<file path="config.mk">
export PLATFORM = sky130hd
export DESIGN_NAME = pwlock_ctrl
export DESIGN_NICKNAME = d
export VERILOG_FILES = /design/src/rtl/pwlock_pkg.sv /design/src/rtl/pw_store.sv /design/src/rtl/unlock_engine.sv /design/src/rtl/pwlock_ctrl.sv
export SDC_FILE = /design/constraint.sdc
export NUM_CORES = 1
export LEC_CHECK = 0
export BUFFER_PORTS_ARGS = -buffer_cell sky130_fd_sc_hd__buf_4
export CAP_MARGIN = 25
export CORE_UTILIZATION = 35
export DETAILED_ROUTE_END_ITERATION = 8
export GPL_TIMING_DRIVEN = 0
export SLEW_MARGIN = 20
export SYNTH_ARGS = -nofsm -noshare
export SYNTH_HDL_FRONTEND = slang
export SYNTH_SLANG_ARGS = --single-unit
export TNS_END_PERCENT = 50
</file>
<file path="constraint.sdc">
create_clock -name clk -period 2.05 [get_ports clk]
set_input_delay 0 -clock clk [delete_from_list [all_inputs] [get_ports clk]]
set_output_delay 0 -clock clk [all_outputs]
set_load 0.005 [all_outputs]
</file>
<file path="src/rtl/pwlock_pkg.sv">
package pwlock_pkg;
  localparam int SEG_W = 16;
  localparam int NSEG  = 4;
  localparam int SEL_W = $clog2(NSEG);
  localparam int PW_W  = SEG_W * NSEG;

  typedef enum logic [2:0] {
    OP_NONE  = 3'd0,
    OP_ENTER = 3'd1,
    OP_EXIT  = 3'd2,
    OP_PGM   = 3'd3,
    OP_READ  = 3'd4,
    OP_UNLK  = 3'd5,
    OP_SETLK = 3'd6,
    OP_ABRST = 3'd7
  } pw_op_e;
endpackage

</file>
<file path="src/rtl/pw_store.sv">
module pw_store
  import pwlock_pkg::*;
(
  input  logic             clk,
  input  logic             rst_n,
  input  logic             wr_en,
  input  logic [SEL_W-1:0] wr_sel,
  input  logic [SEG_W-1:0] wr_data,
  input  logic [SEL_W-1:0] rd_sel,
  output logic [SEG_W-1:0] rd_seg,
  output logic             wr_fail,
  output logic [PW_W-1:0]  pw_flat
);
  logic [SEG_W-1:0] segs [NSEG];

  // Each quarter can only lose ones: new = old AND data.
  for (genvar g = 0; g < NSEG; g++) begin : g_seg
    always_ff @(posedge clk or negedge rst_n) begin
      if (!rst_n)
        segs[g] <= '1;
      else if (wr_en && (wr_sel == SEL_W'(g)))
        segs[g] <= segs[g] & wr_data;
    end
    assign pw_flat[g*SEG_W +: SEG_W] = segs[g];
  end

  assign rd_seg  = segs[rd_sel];
  // A one in the data over a zero cell is an attempt to raise a bit.
  assign wr_fail = |(wr_data & ~segs[wr_sel]);
endmodule

</file>
<file path="src/rtl/unlock_engine.sv">
module unlock_engine
  import pwlock_pkg::*;
#(
  parameter int WIN_CYC = 400
) (
  input  logic             clk,
  input  logic             rst_n,
  input  logic             clr,
  input  logic             take,
  input  logic [SEL_W-1:0] sel,
  input  logic [SEG_W-1:0] data,
  input  logic [PW_W-1:0]  pw_flat,
  output logic             busy,
  output logic             done,
  output logic             match
);
  localparam int CNT_W = $clog2(WIN_CYC + 1);

  logic [SEG_W-1:0] caps [NSEG];
  logic [PW_W-1:0]  cap_flat;
  logic [NSEG-1:0]  mask, nxt_mask;
  logic [CNT_W-1:0] cnt;
  logic             start;

  for (genvar g = 0; g < NSEG; g++) begin : g_flat
    assign cap_flat[g*SEG_W +: SEG_W] = caps[g];
  end

  assign nxt_mask = mask | ({{(NSEG-1){1'b0}}, take} << sel);
  assign start    = take && (&nxt_mask);
  assign done     = busy && (cnt == CNT_W'(1));
  assign match    = (cap_flat == pw_flat);

  always_ff @(posedge clk or negedge rst_n) begin
    if (!rst_n) begin
      busy <= 1'b0;
      cnt  <= '0;
      mask <= '0;
      for (int i = 0; i < NSEG; i++) caps[i] <= '0;
    end else if (clr || done) begin
      busy <= 1'b0;
      cnt  <= '0;
      mask <= '0;
      for (int i = 0; i < NSEG; i++) caps[i] <= '0;
    end else begin
      if (busy) cnt <= cnt - 1'b1;
      if (take) begin
        caps[sel] <= data;
        mask      <= nxt_mask;
      end
      if (start) begin
        busy <= 1'b1;
        cnt  <= CNT_W'(WIN_CYC);
      end
    end
  end
endmodule

</file>
<file path="src/rtl/pwlock_ctrl.sv">
module pwlock_ctrl
  import pwlock_pkg::*;
#(
  parameter int ADDR_W  = 8,
  parameter int CLK_MHZ = 200
) (
  input  logic              clk,
  input  logic              rst_n,
  input  logic              soft_rst,
  input  logic              cmd_valid,
  output logic              cmd_ready,
  input  logic [2:0]        cmd_op,
  input  logic [ADDR_W-1:0] cmd_addr,
  input  logic [SEG_W-1:0]  cmd_data,
  output logic              rsp_valid,
  input  logic              rsp_ready,
  output logic [SEG_W-1:0]  rsp_data,
  output logic              busy,
  output logic              prot_frozen,
  output logic              mode_locked,
  output logic              mem_block,
  output logic              aborted,
  output logic              pgm_fail
);
  localparam int WIN_CYC = CLK_MHZ * 2;

  pw_op_e           op;
  logic             acc, live, hi_ok;
  logic [SEL_W-1:0] sel;
  logic             enter_go, exit_go, pgm_go, rd_go, unl_cmd, take, bad;
  logic             setlk_go, abrst_go;
  logic [SEG_W-1:0] rd_seg;
  logic             wr_fail, eng_done, eng_match;
  logic [PW_W-1:0]  pw_flat;
  logic             in_set;

  assign op        = pw_op_e'(cmd_op);
  assign cmd_ready = !rsp_valid;
  assign acc       = cmd_valid && cmd_ready;
  assign sel       = cmd_addr[SEL_W-1:0];
  assign hi_ok     = (cmd_addr[ADDR_W-1:SEL_W] == '0);
  assign live      = acc && in_set && !aborted && !soft_rst;

  assign enter_go = acc && !aborted && !soft_rst && (op == OP_ENTER);
  assign abrst_go = acc && aborted && (op == OP_ABRST);
  assign exit_go  = live && (op == OP_EXIT);
  assign pgm_go   = live && (op == OP_PGM) && hi_ok;
  assign rd_go    = live && (op == OP_READ) && hi_ok;
  assign setlk_go = live && (op == OP_SETLK);
  assign unl_cmd  = live && (op == OP_UNLK) && !busy;
  assign take     = unl_cmd && hi_ok;
  assign bad      = unl_cmd && !hi_ok;

  pw_store u_store (
    .clk     (clk),
    .rst_n   (rst_n),
    .wr_en   (pgm_go),
    .wr_sel  (sel),
    .wr_data (cmd_data),
    .rd_sel  (sel),
    .rd_seg  (rd_seg),
    .wr_fail (wr_fail),
    .pw_flat (pw_flat)
  );

  unlock_engine #(.WIN_CYC(WIN_CYC)) u_unlock (
    .clk     (clk),
    .rst_n   (rst_n),
    .clr     (soft_rst || bad),
    .take    (take),
    .sel     (sel),
    .data    (cmd_data),
    .pw_flat (pw_flat),
    .busy    (busy),
    .done    (eng_done),
    .match   (eng_match)
  );

  // Mode lock: one-way, only a hard reset returns it to 0.
  always_ff @(posedge clk or negedge rst_n) begin
    if (!rst_n)        mode_locked <= 1'b0;
    else if (setlk_go) mode_locked <= 1'b1;
  end

  // Session, abort, lock bit, status and response slot.
  always_ff @(posedge clk or negedge rst_n) begin
    if (!rst_n) begin
      in_set      <= 1'b0;
      aborted     <= 1'b0;
      prot_frozen <= 1'b1;
      pgm_fail    <= 1'b0;
      rsp_valid   <= 1'b0;
      rsp_data    <= '0;
    end else if (soft_rst) begin
      in_set      <= 1'b0;
      aborted     <= 1'b0;
      prot_frozen <= 1'b1;
      pgm_fail    <= 1'b0;
      rsp_valid   <= 1'b0;
      rsp_data    <= '0;
    end else begin
      if (enter_go)                   in_set      <= 1'b1;
      else if (exit_go)               in_set      <= 1'b0;
      if (bad)                        aborted     <= 1'b1;
      else if (abrst_go)              aborted     <= 1'b0;
      if (eng_done && eng_match)      prot_frozen <= 1'b0;
      if (pgm_go)                     pgm_fail    <= wr_fail;
      if (rd_go) begin
        rsp_valid <= 1'b1;
        rsp_data  <= mode_locked ? '1 : rd_seg;
      end else if (rsp_ready) begin
        rsp_valid <= 1'b0;
      end
    end
  end

  assign mem_block = in_set;
endmodule

</file>
==> results of run 1 <==
==> worst paths after layout <==
| path | from | endpoint | slack, ns | cells past startpoint |
|---|---|---|---|---|
| hold reg to reg | u_store.pw_flat[18]$_DFFE_PN1P_ | u_store.pw_flat[18]$_DFFE_PN1P_ | 0.47 | 1 |
| min in group asynchronous | rst_n | u_unlock.cap_flat[55]$_DFFE_PN0P_ | 0.13 | 2 |
| hold / removal | cmd_data[1] | u_store.pw_flat[17]$_DFFE_PN1P_ | 0.01 | 2 |
| setup reg to reg | u_unlock.busy$_DFFE_PN0P_ | u_unlock.cap_flat[47]$_DFFE_PN0P_ | 0.07 | 7 |
| setup / recovery | u_unlock.busy$_DFFE_PN0P_ | u_unlock.cap_flat[47]$_DFFE_PN0P_ | 0.07 | 7 |
| max in group asynchronous | rst_n | u_store.pw_flat[1]$_DFFE_PN1P_ | 1.08 | 3 |
==> worst max-delay path, stage by stage (launching register included) <==
cell and delay [ns]:
dfrtp_1 0.37, buf_2 0.18, or3_4 0.43, nor4b_4 0.27
buf_6 0.16, buf_12 0.17, mux2i_1 0.23, nor2_2 0.05
==> area by class of cell <==
| type | instances | area (um^2) | area share [%] |
|---|---|---|---|
| buffer | 48 | 382 | 3.91 |
| clock buffer | 17 | 425 | 4.35 |
| clock inverter | 15 | 230 | 2.36 |
| inverter | 19 | 71.3 | 0.730 |
| multi-input combinational | 450 | 3510 | 35.9 |
| sequential | 164 | 4190 | 42.8 |
| tap | 285 | 357 | 3.65 |
| timing repair buffer | 70 | 608 | 6.22 |
==> stage by stage <==
stage	hold WS (ns)	power [mW]	setup slack, ns	instances	utilization (%)
2_1_floorplan	-0.296	3.47	0.175	682	-
3_3_place_gp	0.254	3.65	-0.243	1005	38.4
3_5_place_dp	0.0233	3.66	-0.235	1006	38.6
4_1_cts	0.00305	7.25	-0.107	1058	42.5
5_1_grt	0.0384	7.42	-0.0402	1068	43.3
6_report	0.0142	7.19	0.0661	1068	43.3
==> metal layers <==
layer  track usage, %  vias to the layer above  share of wire, %
met5                0                        -                 0
met4             6.81                        0               1.9
met1             26.8                     2771                45
met3             4.11                       26               5.5
li1                 -                     2537                 -
met2             31.2                      147                47
==> report_power, final <==
group / leakage [nW] / total (mW) / switching [mW] / internal, mW
clock network: 0.298 / 3.56 / 1.39 / 2.17
logic: 1.92 / 0.381 / 0.249 / 0.132
registers: 2.05 / 3.25 / 0.00803 / 3.25
==> logic make-up (layout without fill, tap and decap cells) <==
logic type / Yosys count / count (layout) / synth area share (%)
XOR/XNOR: 72 / 72 / 7.86
buffers and inverters: 68 / 169 / 5.16
AO/OA/AOI/OAI: 120 / 120 / 10.2
multiplexers: 85 / 85 / 12.8
adder cells (fa/ha/maj): 2 / 2 / 0.312
flip-flops: 164 / 164 / 52.2
AND/OR/NAND/NOR: 171 / 171 / 11.5
==> placed cells by master (no fill, tap or decap), types with 3 or more instances in the layout <==
master / netlist / final
a21oi_1: 6 / 6
buf_12: 1 / 3
buf_2: 16 / 7
buf_4: 4 / 61
buf_6: 10 / 13
bufinv_16: 0 / 5
clkbuf_1: 15 / 13
clkbuf_16: 0 / 17
clkinvlp_4: 0 / 6
dfrtp_1: 99 / 99
dfstp_2: 65 / 65
dlygate4sd3_1: 0 / 17
inv_1: 19 / 19
mux2i_1: 70 / 68
mux4_2: 14 / 14
nand2_1: 8 / 6
nand2b_1: 18 / 18
nand3_1: 10 / 8
nand3b_1: 3 / 3
nand4_1: 7 / 7
nor2_1: 73 / 73
nor2_2: 9 / 9
nor3_1: 9 / 8
nor4_1: 17 / 17
o21a_1: 64 / 64
o21ai_0: 34 / 34
o22ai_1: 5 / 5
xnor2_1: 21 / 21
xor2_1: 51 / 51
==> registers in the layout, summed over array words and instances (netlist names), 4 cells and up <==
| signal | flops |
|---|---|
| rsp_data | 16 |
| u_store.pw_flat | 64 |
| u_unlock.cap_flat | 64 |
| u_unlock.cnt | 9 |
| u_unlock.mask | 4 |
==> repair_timing <==
item | CTS | global route
endpoints found under the hold margin | 164 | 0
setup endpoints to repair | 132 | 132
hold buffers | 17 | 0
gates resized for setup | 17 | 18
setup buffers | 3 | 11
pin swaps | 1 | 8
==> out/qor.csv, run 1 <==
stage,metric,value,unit
outcome,outcome,completed,
floorplan,initial_core_util,35.6,%
floorplan,die_h,153,um
floorplan,die_w,153,um
logic_synthesis,synthFlopType,dfrtp_1,
clock_tree,clkLatencyLatePin,0.43,ns
worst_setup_path,crit_type,flip-flop to flip-flop,
timing,tightest_slew,0.608,ns
timing,slew_viol_final,0,
routing,via_per_inst,5.13,
logic_synthesis,synth_edf_count,0,
logic_synthesis,synth-seq-cells,164,
routing,vias,5481,
timing,tns,0,ns
global_routing,grt_pass1_vias,5595,
clock_tree,clock_sink_count,164,
logic_synthesis,synth.distinct_cells,53,
worst_setup_path,cp.required,2.37,ns
routing,wire_per_inst,20.5,um
power_and_ir_drop,ir_worst_vdd,0.000511,V
logic_synthesis,synthCells,682,
logic_synthesis,postSynthAreaPerCell,11.8,um^2
timing,post-route-period-util,96.8,%
clock_tree,root_buffer,clkbuf_16,
run,max_cap_violations,0,
layout,n_antenna_cell,0,
placement,io_buffers,38,
floorplan,pin_count,56,
logic_synthesis,ys_seq_area_share,52.2,%
timing,maxSlewHeadroom,59.5,%
logic_synthesis,yosysTopAreaCell,dfrtp_1,
placement,dp_hpwl,15.0,mm
clock_tree,cts_buffers,17,
logic_synthesis,synth_common_cells,"99 x dfrtp_1, 73 x nor2_1, 70 x mux2i_1",
logic_synthesis,ys_top_cells_by_area,"dfrtp_1 31%, dfstp_2 21%, mux2i_1 8.7%",
logic_synthesis,ys_warn_count,0,
timing,setup_viol,0,
layout,nets,804,
hold_path,hp-class,input pin to flip-flop,
worst_setup_path,cp.arrival,2.30,ns
worst_setup_path,worst-path-max-fanout,10,
clock_tree,cts_buffer_depth,2,
clock_tree,path_clk_slew,0.06,ns
floorplan,placementRows,55,
power_and_ir_drop,leakagePower,4.27,nW
timing,clock-skew-final,0.00785,ns
timing,rsz0062_at_grt,true,
logic_synthesis,syn_area,0.00803,mm^2
worst_setup_path,cp-start-kind,flip-flop,
floorplan,dieArea,0.0235,mm^2
routing,antenna_left,0,
logic_synthesis,yosysMostFrequentCell,dfrtp_1,
layout,final_cell_area,0.00977,mm^2
global_routing,grt_max_degree,91,
routing,drc_errors,0,
global_routing,antenna_found_initial,0,
routing,first_pass_iters,4,
placement,routabilityCongestion,0.806,
clock_tree,ctsHtreeMaxLevel,4,
timing,fmax,504,MHz
global_routing,track_usage,19.7,%
routing,dr.first_iter.drc_count,419,
layout,fillers,2150,
clock_tree,tritoncts,built,
global_routing,grt_overflow,0,
logic_synthesis,synthArstFlopShare,100,%
timing,finalHoldViolCount,0,
logic_synthesis,synth_top_area_share,30.9,%
worst_setup_path,worstSetupEndpointType,flip-flop,
layout,syn2layout_area_growth,21.7,%
floorplan,fp.coreArea,0.0226,mm^2
power_and_ir_drop,power.density,736,mW/mm^2
layout,drive_gt1_share,29.8,%
placement,place_area,0.00870,mm^2
global_routing,grt_pass1_wl,34.3,mm
logic_synthesis,synth.net_count,716,
timing,min_period,1.98,ns
routing,finalWirelength,21.9,mm
No activity file was read; power rests on OpenSTA's default activity.
==> run 2, diff against run 1 <==
CAP_MARGIN = not set   (was 25)
SYNTH_HIERARCHICAL = 1   (was not set)
==> out/qor.csv, run 2 <==
stage,metric,value,unit,change
outcome,outcome,"finished, violations left",,was completed
outcome,violations,negative setup slack,,
timing,slew_viol_final,0,,unchanged
routing,finalWirelength,26.6,mm,was 21.9 mm
power_and_ir_drop,ir_worst_vdd,0.000560,V,was 0.000511 V
timing,rsz0062_at_grt,true,,unchanged
timing,whs,0.0933,ns,was 0.0142 ns
layout,seq_area,0.00419,mm^2,unchanged
power_and_ir_drop,power.density,646,mW/mm^2,was 736 mW/mm^2
routing,antenna_left,0,,unchanged
clock_tree,cts_buffer_depth,2,,unchanged
routing,drc_errors,0,,unchanged
floorplan,die_w,156,um,was 153 um
clock_tree,path_clk_slew,0.06,ns,about the same
logic_synthesis,synth-seq-cells,164,,unchanged
logic_synthesis,synth_edf_count,0,,unchanged
logic_synthesis,synthCells,799,,was 682
power_and_ir_drop,seq_power_share,46.1,%,was 45.2%
global_routing,grt_overflow,0,,unchanged
worst_setup_path,crit_chain,"or3b_4, nor4_4, nor3b_4, buf_6, or3b_4, buf_6, nand2_2, a21oi_2",,"was buf_2, or3_4, nor4b_4, buf_6, buf_12, mux2i_1, nor2_2"
clock_tree,clkLatencyLatePin,0.43,ns,about the same
logic_synthesis,synth.net_count,833,,was 716
clock_tree,clock_sink_count,164,,unchanged
worst_setup_path,cp.arrival,2.63,ns,was 2.30 ns
logic_synthesis,postSynthAreaPerCell,10.3,um^2,was 11.8 um^2
worst_setup_path,cp-start-kind,flip-flop,,unchanged
clock_tree,tritoncts,built,,unchanged
routing,wire_per_inst,21.1,um,was 20.5 um
placement,routabilityCongestion,0.942,,was 0.806
layout,layout_commonest_cell,nand2_1,,was dfrtp_1
logic_synthesis,ys_seq_area_share,50.7,%,was 52.2%
logic_synthesis,synth_top_area_share,30.0,%,was 30.9%
global_routing,grt_pass1_vias,6545,,was 5595
timing,timing.final.ws_setup,-0.278,ns,was 0.0661 ns
worst_setup_path,worstSetupEndpointType,flip-flop,,unchanged
power_and_ir_drop,internal_power,5.35,mW,was 5.55 mW
routing,vias,6787,,was 5481
worst_setup_path,max_stage_delay,0.46,ns,was 0.43 ns
logic_synthesis,ys_warn_count,6,,was 0
clock_tree,cts_buffers,17,,unchanged
worst_setup_path,critPathBufInv,2,,was 3
logic_synthesis,ys_top_cells_by_area,"dfrtp_1 30%, dfstp_2 21%, nand2_1 6.5%",,"was dfrtp_1 31%, dfstp_2 21%, mux2i_1 8.7%"
routing,dr.first_iter.drc_count,672,,was 419
worst_setup_path,crit_type,flip-flop to flip-flop,,unchanged
global_routing,track_usage,22.5,%,was 19.7%
layout,nets,970,,was 804
placement,dp_hpwl,18.4,mm,was 15.0 mm
routing,first_pass_iters,6,,was 4
global_routing,grt_pass1_wl,39.8,mm,was 34.3 mm
floorplan,pin_count,56,,unchanged
logic_synthesis,yosysTopAreaCell,dfrtp_1,,unchanged
logic_synthesis,synthFlopType,dfrtp_1,,unchanged
floorplan,placementRows,55,,unchanged
power_and_ir_drop,pwr-share-comb,6.8,%,was 5.3%
logic_synthesis,synth.distinct_cells,62,,was 53
timing,tightest_slew,0.710,ns,was 0.608 ns
worst_setup_path,cp_top_family,simple AND/OR/NAND/NOR gates,,unchanged
clock_tree,root_buffer,clkbuf_16,,unchanged
logic_synthesis,synth_common_cells,"142 x nand2_1, 99 x dfrtp_1, 88 x a21oi_1",,"was 99 x dfrtp_1, 73 x nor2_1, 70 x mux2i_1"
worst_setup_path,worst-path-max-fanout,5,,was 10
timing,post-route-period-util,114,%,was 96.8%
global_routing,grt_max_degree,95,,was 91
power_and_ir_drop,switchingPower,1.70,mW,was 1.64 mW
layout,fillers,2162,,was 2150
timing,clock-skew-final,0.00823,ns,was 0.00785 ns
layout,syn2layout_area_growth,32.5,%,was 21.7%
floorplan,die_h,156,um,was 153 um
floorplan,initial_core_util,36.1,%,was 35.6%
global_routing,antenna_found_initial,0,,unchanged
timing,setup_viol,87,,was 0
logic_synthesis,yosysMostFrequentCell,nand2_1,,was dfrtp_1
timing,fmax,430,MHz,was 504 MHz
layout,drive_gt1_share,34.5,%,was 29.8%
clock_tree,ctsHtreeMaxLevel,4,,unchanged
hold_path,hp-class,input pin to flip-flop,,unchanged
logic_synthesis,synthArstFlopShare,100,%,unchanged
layout,n_antenna_cell,0,,unchanged
layout,multi_input_area,0.00413,mm^2,was 0.00351 mm^2
power_and_ir_drop,swShare,24.1,%,was 22.8%
run,max_cap_violations,0,,unchanged
power_and_ir_drop,leakagePower,4.65,nW,was 4.27 nW
timing,maxSlewHeadroom,52.7,%,was 59.5%
timing,finalHoldViolCount,0,,unchanged
layout,post-route-util,47.8,%,was 43.3%
logic_synthesis,syn_area,0.00825,mm^2,was 0.00803 mm^2
floorplan,fp.coreArea,0.0228,mm^2,was 0.0226 mm^2
timing,min_period,2.33,ns,was 1.98 ns
worst_setup_path,slowest_stage,or3b_4,,was or3_4
floorplan,dieArea,0.0242,mm^2,was 0.0235 mm^2
placement,io_buffers,55,,was 38
routing,via_per_inst,5.38,,was 5.13
worst_setup_path,cp.required,2.35,ns,was 2.37 ns
placement,pre_cts_ws,-0.576,ns,was -0.235 ns
power_and_ir_drop,p_clk_share,47.1,%,was 49.5%
layout,layout_common_cells,"111 x nand2_1, 99 x dfrtp_1, 81 x buf_4",,"was 99 x dfrtp_1, 73 x nor2_1, 68 x mux2i_1"
==> run 2: cell types whose count changed after synthesis, sizes merged, moves of 6 or more <==
cell,change
nand2,+134
a21oi,+84
mux2i,-53
nor2,-40
xor2,-21
xnor2,+19
o21ai,-16
o21a,-10
nor2b,+7
nor3,-7
nand4,+6
==> run 2: stage by stage <==
stage / setup TNS [ns] / area [um^2] / total power [mW] / std cells
after global routing: -22.13 / 10900 / 7.28 / 1262
after floorplan: -4.69 / 8330 / 3.46 / 799
after CTS: -9.53 / 10600 / 7.11 / 1253
after detailed placement: -38.95 / 9200 / 3.73 / 1169
final: -13.53 / 10900 / 7.06 / 1262
after global placement: -41.16 / 9140 / 3.71 / 1167
==> run 2: final timing paths <==
path                                          from                           endpoint  slack (ns)  depth (start not counted)
max                          rsp_valid$_DFFE_PN0P_   u_unlock/cap_flat[4]$_DFFE_PN0P_       -0.28                          8
min                                    cmd_addr[0]  u_unlock/cap_flat[49]$_DFFE_PN0P_        0.09                          4
max reg2reg                  rsp_valid$_DFFE_PN0P_   u_unlock/cap_flat[4]$_DFFE_PN0P_       -0.28                          8
min reg2reg                prot_frozen$_DFFE_PN1P_            prot_frozen$_DFFE_PN1P_        0.46                          2
max in group asynchronous                    rst_n    u_store/pw_flat[54]$_DFFE_PN1P_        1.10                          4
min in group asynchronous                    rst_n       u_unlock/mask[3]$_DFFE_PN0P_        0.19                          3
==> run 2: kinds of logic (layout without fill, tap and decap cells) <==
family | Yosys count | after routing | synth area share [%]
flip-flops | 164 | 164 | 50.7
XOR/XNOR | 70 | 70 | 7.43
buffers and inverters | 65 | 215 | 3.90
AND/OR/NAND/NOR | 278 | 278 | 16.6
adder cells (fa/ha/maj) | 2 | 2 | 0.303
multiplexers | 35 | 35 | 7.02
AO/OA/AOI/OAI | 185 | 185 | 14.0
==> run 2: power groups by stage <==
| stage | registers [mW] | clock network, mW | logic, mW |
|---|---|---|---|
| finish | 3.26 | 3.32 | 0.477 |
| floorplan | 3.31 | 0 | 0.147 |
| global route | 3.26 | 3.51 | 0.509 |
| global placement | 3.31 | 0 | 0.400 |
| detailed placement | 3.31 | 0 | 0.415 |
| CTS | 3.26 | 3.38 | 0.471 |
==> run 2: area by class of cell <==
class,count,area share (%)
timing repair buffer,120,10.6
clock inverter,14,1.63
sequential,164,38.3
inverter,22,0.756
clock buffer,18,3.93
tap,313,3.58
multi-input combinational,570,37.8
buffer,41,3.39
==> run 2: repair_timing <==
action                                  CTS  global route
endpoints found under the hold margin   227             0
gates cloned                              5             3
pin swaps                                22             8
gates resized for setup                  84            60
setup buffers                            21             8
endpoints found under the setup margin  137           111
hold buffers                             27             0
==> run 2: worst register-to-register path, delay by kind of cell, from the launching register on <==
kind | cells | cell delay [ns]
AND/OR/NAND/NOR | 5 | 1.42
AO/OA/AOI/OAI | 1 | 0.05
flip-flops | 1 | 0.40
buffers and inverters | 2 | 0.35
==> run 2: layer usage <==
metal / vias up / GRT usage, % / routed length, um / share of wire (%)
met1: 3430 / 31.7 / 12000 / 45
li1: 3053 / - / - / -
met3: 46 / 3.36 / 1410 / 5.3
met2: 258 / 34.6 / 12400 / 46
met5: - / 0 / 0 / 0
met4: 0 / 9.06 / 869 / 3.3
==> run 3, diff against run 2 <==
SKIP_LAST_GASP = 1   (was not set)
==> out/qor.csv, run 3 (synthesis gave the netlist of run 2 again) <==
stage,metric,value,unit,change
outcome,outcome,"finished, violations left",,unchanged
outcome,violations,negative setup slack,,unchanged
layout,n_antenna_cell,0,,unchanged
worst_setup_path,cp.required,2.36,ns,was 2.35 ns
routing,dr.first_iter.drc_count,618,,was 672
power_and_ir_drop,leakagePower,4.62,nW,was 4.65 nW
placement,io_buffers,55,,unchanged
clock_tree,cts_buffers,17,,unchanged
timing,setup_viol,98,,was 87
routing,drc_errors,0,,unchanged
routing,first_pass_iters,5,,was 6
routing,antenna_left,0,,unchanged
layout,syn2layout_area_growth,32.0,%,was 32.5%
routing,highest-signal-layer,met4,,unchanged
power_and_ir_drop,p_clk_share,47.1,%,about the same
floorplan,die_w,156,um,unchanged
layout,layout_commonest_cell,nand2_1,,unchanged
power_and_ir_drop,switchingPower,1.70,mW,about the same
routing,wl_met1,11.9,mm,was 12.0 mm
timing,slew_viol_final,0,,unchanged
clock_tree,ctsHtreeMaxLevel,4,,unchanged
layout,drive_gt1_share,33.6,%,was 34.5%
global_routing,grt_max_degree,95,,unchanged
clock_tree,clkLatencyLatePin,0.43,ns,about the same
timing,tns,-14.10,ns,was -13.53 ns
clock_tree,clock_sink_count,164,,unchanged
layout,post-route-util,47.7,%,was 47.8%
floorplan,fp.coreArea,0.0228,mm^2,unchanged
power_and_ir_drop,internal_power,5.35,mW,about the same
power_and_ir_drop,pwr-share-comb,6.7,%,was 6.8%
power_and_ir_drop,ir_worst_vdd,0.000563,V,was 0.000560 V
global_routing,antenna_found_initial,0,,unchanged
floorplan,initial_core_util,36.1,%,unchanged
timing,clock-skew-final,0.00671,ns,was 0.00823 ns
layout,nets,970,,unchanged
power_and_ir_drop,p_total,7.05,mW,was 7.06 mW
clock_tree,tritoncts,built,,unchanged
global_routing,grt_overflow,0,,unchanged
routing,via_per_inst,5.35,,was 5.38
run,max_cap_violations,0,,unchanged
timing,fmax,429,MHz,was 430 MHz
timing,rsz0062_at_grt,true,,unchanged
routing,wire_per_inst,21.1,um,about the same
timing,tightest_slew,0.682,ns,was 0.710 ns
timing,min_period,2.33,ns,about the same
clock_tree,root_buffer,clkbuf_16,,unchanged
timing,post-route-period-util,114,%,about the same
timing,maxSlewHeadroom,54.6,%,was 52.7%
worst_setup_path,worst-path-max-fanout,5,,unchanged
clock_tree,cts_buffer_depth,2,,unchanged
floorplan,placementRows,55,,unchanged
routing,vias,6753,,was 6787
clock_tree,path_clk_slew,0.07,ns,was 0.06 ns
timing,timing.final.ws_setup,-0.281,ns,was -0.278 ns
power_and_ir_drop,power.density,648,mW/mm^2,was 646 mW/mm^2
global_routing,grt_pass1_wl,39.8,mm,about the same
worst_setup_path,cp-start-kind,flip-flop,,unchanged
worst_setup_path,crit_type,flip-flop to flip-flop,,unchanged
layout,fillers,2181,,was 2162
worst_setup_path,cp.arrival,2.64,ns,was 2.63 ns
power_and_ir_drop,swShare,24.1,%,about the same
placement,dp_hpwl,18.4,mm,unchanged
layout,layout_common_cells,"115 x nand2_1, 99 x dfrtp_1, 78 x buf_4",,"was 111 x nand2_1, 99 x dfrtp_1, 81 x buf_4"
routing,dr_wl_met3,1.49,mm,was 1.41 mm
hold_path,hp-class,input pin to flip-flop,,unchanged
floorplan,pin_count,56,,unchanged
timing,finalHoldViolCount,0,,unchanged
worst_setup_path,worstSetupEndpointType,flip-flop,,unchanged
placement,routabilityCongestion,0.942,,unchanged
floorplan,dieArea,0.0242,mm^2,unchanged
global_routing,track_usage,22.4,%,was 22.5%
floorplan,die_h,156,um,unchanged
routing,met2RoutedLength,12.3,mm,was 12.4 mm
power_and_ir_drop,seq_power_share,46.2,%,was 46.1%
routing,finalWirelength,26.6,mm,about the same
global_routing,grt_pass1_vias,6536,,was 6545
==> run 3: layout make-up <==
| type | instances | area (um^2) | area share [%] |
|---|---|---|---|
| Tap cell | 313 | 392 | 3.60 |
| Sequential cell | 164 | 4190 | 38.4 |
| Clock buffer | 18 | 429 | 3.94 |
| Clock inverter | 14 | 178 | 1.63 |
| Multi-Input combinational cell | 570 | 4100 | 37.6 |
| Inverter | 22 | 82.6 | 0.758 |
| Timing Repair Buffer | 120 | 1160 | 10.7 |
| Buffer | 41 | 365 | 3.36 |
==> run 3: per-stage QoR <==
stage               area [um^2]  hold WS (ns)  std cells  setup slack [ns]
floorplan                  8330        -0.296        799            -0.235
global placement           9140         0.249       1167            -0.576
detailed placement         9200        0.0603       1169            -0.576
CTS                       10600        0.0723       1253            -0.219
global route              10900         0.115       1262            -0.354
finish                    10900        0.0899       1262            -0.281
==> run 3: repair_timing <==
item | 4_1_cts | 5_1_grt
hold buffers | 27 | 0
pin swaps | 22 | 8
gates cloned | 5 | 3
hold endpoints to repair | 227 | 0
setup buffers | 21 | 8
gates resized for setup | 72 | 62
endpoints found under the setup margin | 137 | 111
==> run 3: worst max-delay path, stage by stage, from the launching register on <==
cell and delay [ns]:
dfrtp_1 0.40, or3b_4 0.42, nor4_4 0.16, nor3b_4 0.31, buf_6 0.16, or3b_4 0.46
buf_8 0.19, nand2_2 0.07, a21oi_2 0.05
==> run 3: layer usage <==
metal / track usage, % / vias to the layer above
li1: - / 3053
met1: 31.6 / 3408
met2: 34.6 / 246
met3: 3.36 / 46
met4: 9.06 / 0
met5: 0 / -
==> run 3: worst paths after layout <==
check / cells past startpoint / start / endpoint / slack, ns
worst max register to register: 8 / rsp_valid$_DFFE_PN0P_ / u_unlock/cap_flat[10]$_DFFE_PN0P_ / -0.28
worst min register to register: 2 / prot_frozen$_DFFE_PN1P_ / prot_frozen$_DFFE_PN1P_ / 0.46
min in group asynchronous: 3 / rst_n / u_unlock/mask[3]$_DFFE_PN0P_ / 0.19
worst max-delay path: 8 / rsp_valid$_DFFE_PN0P_ / u_unlock/cap_flat[10]$_DFFE_PN0P_ / -0.28
worst min-delay path: 4 / cmd_addr[0] / u_unlock/cap_flat[49]$_DFFE_PN0P_ / 0.09
max in group asynchronous: 4 / rst_n / u_store/pw_flat[54]$_DFFE_PN1P_ / 1.11
==> run 3: power by group through the flow <==
stage	sequential [mW]	combinational [mW]	clock, mW
global route	3.25	0.508	3.51
finish	3.26	0.474	3.32
CTS	3.26	0.468	3.38
detailed placement	3.31	0.415	0
floorplan	3.31	0.147	0
global placement	3.31	0.400	0
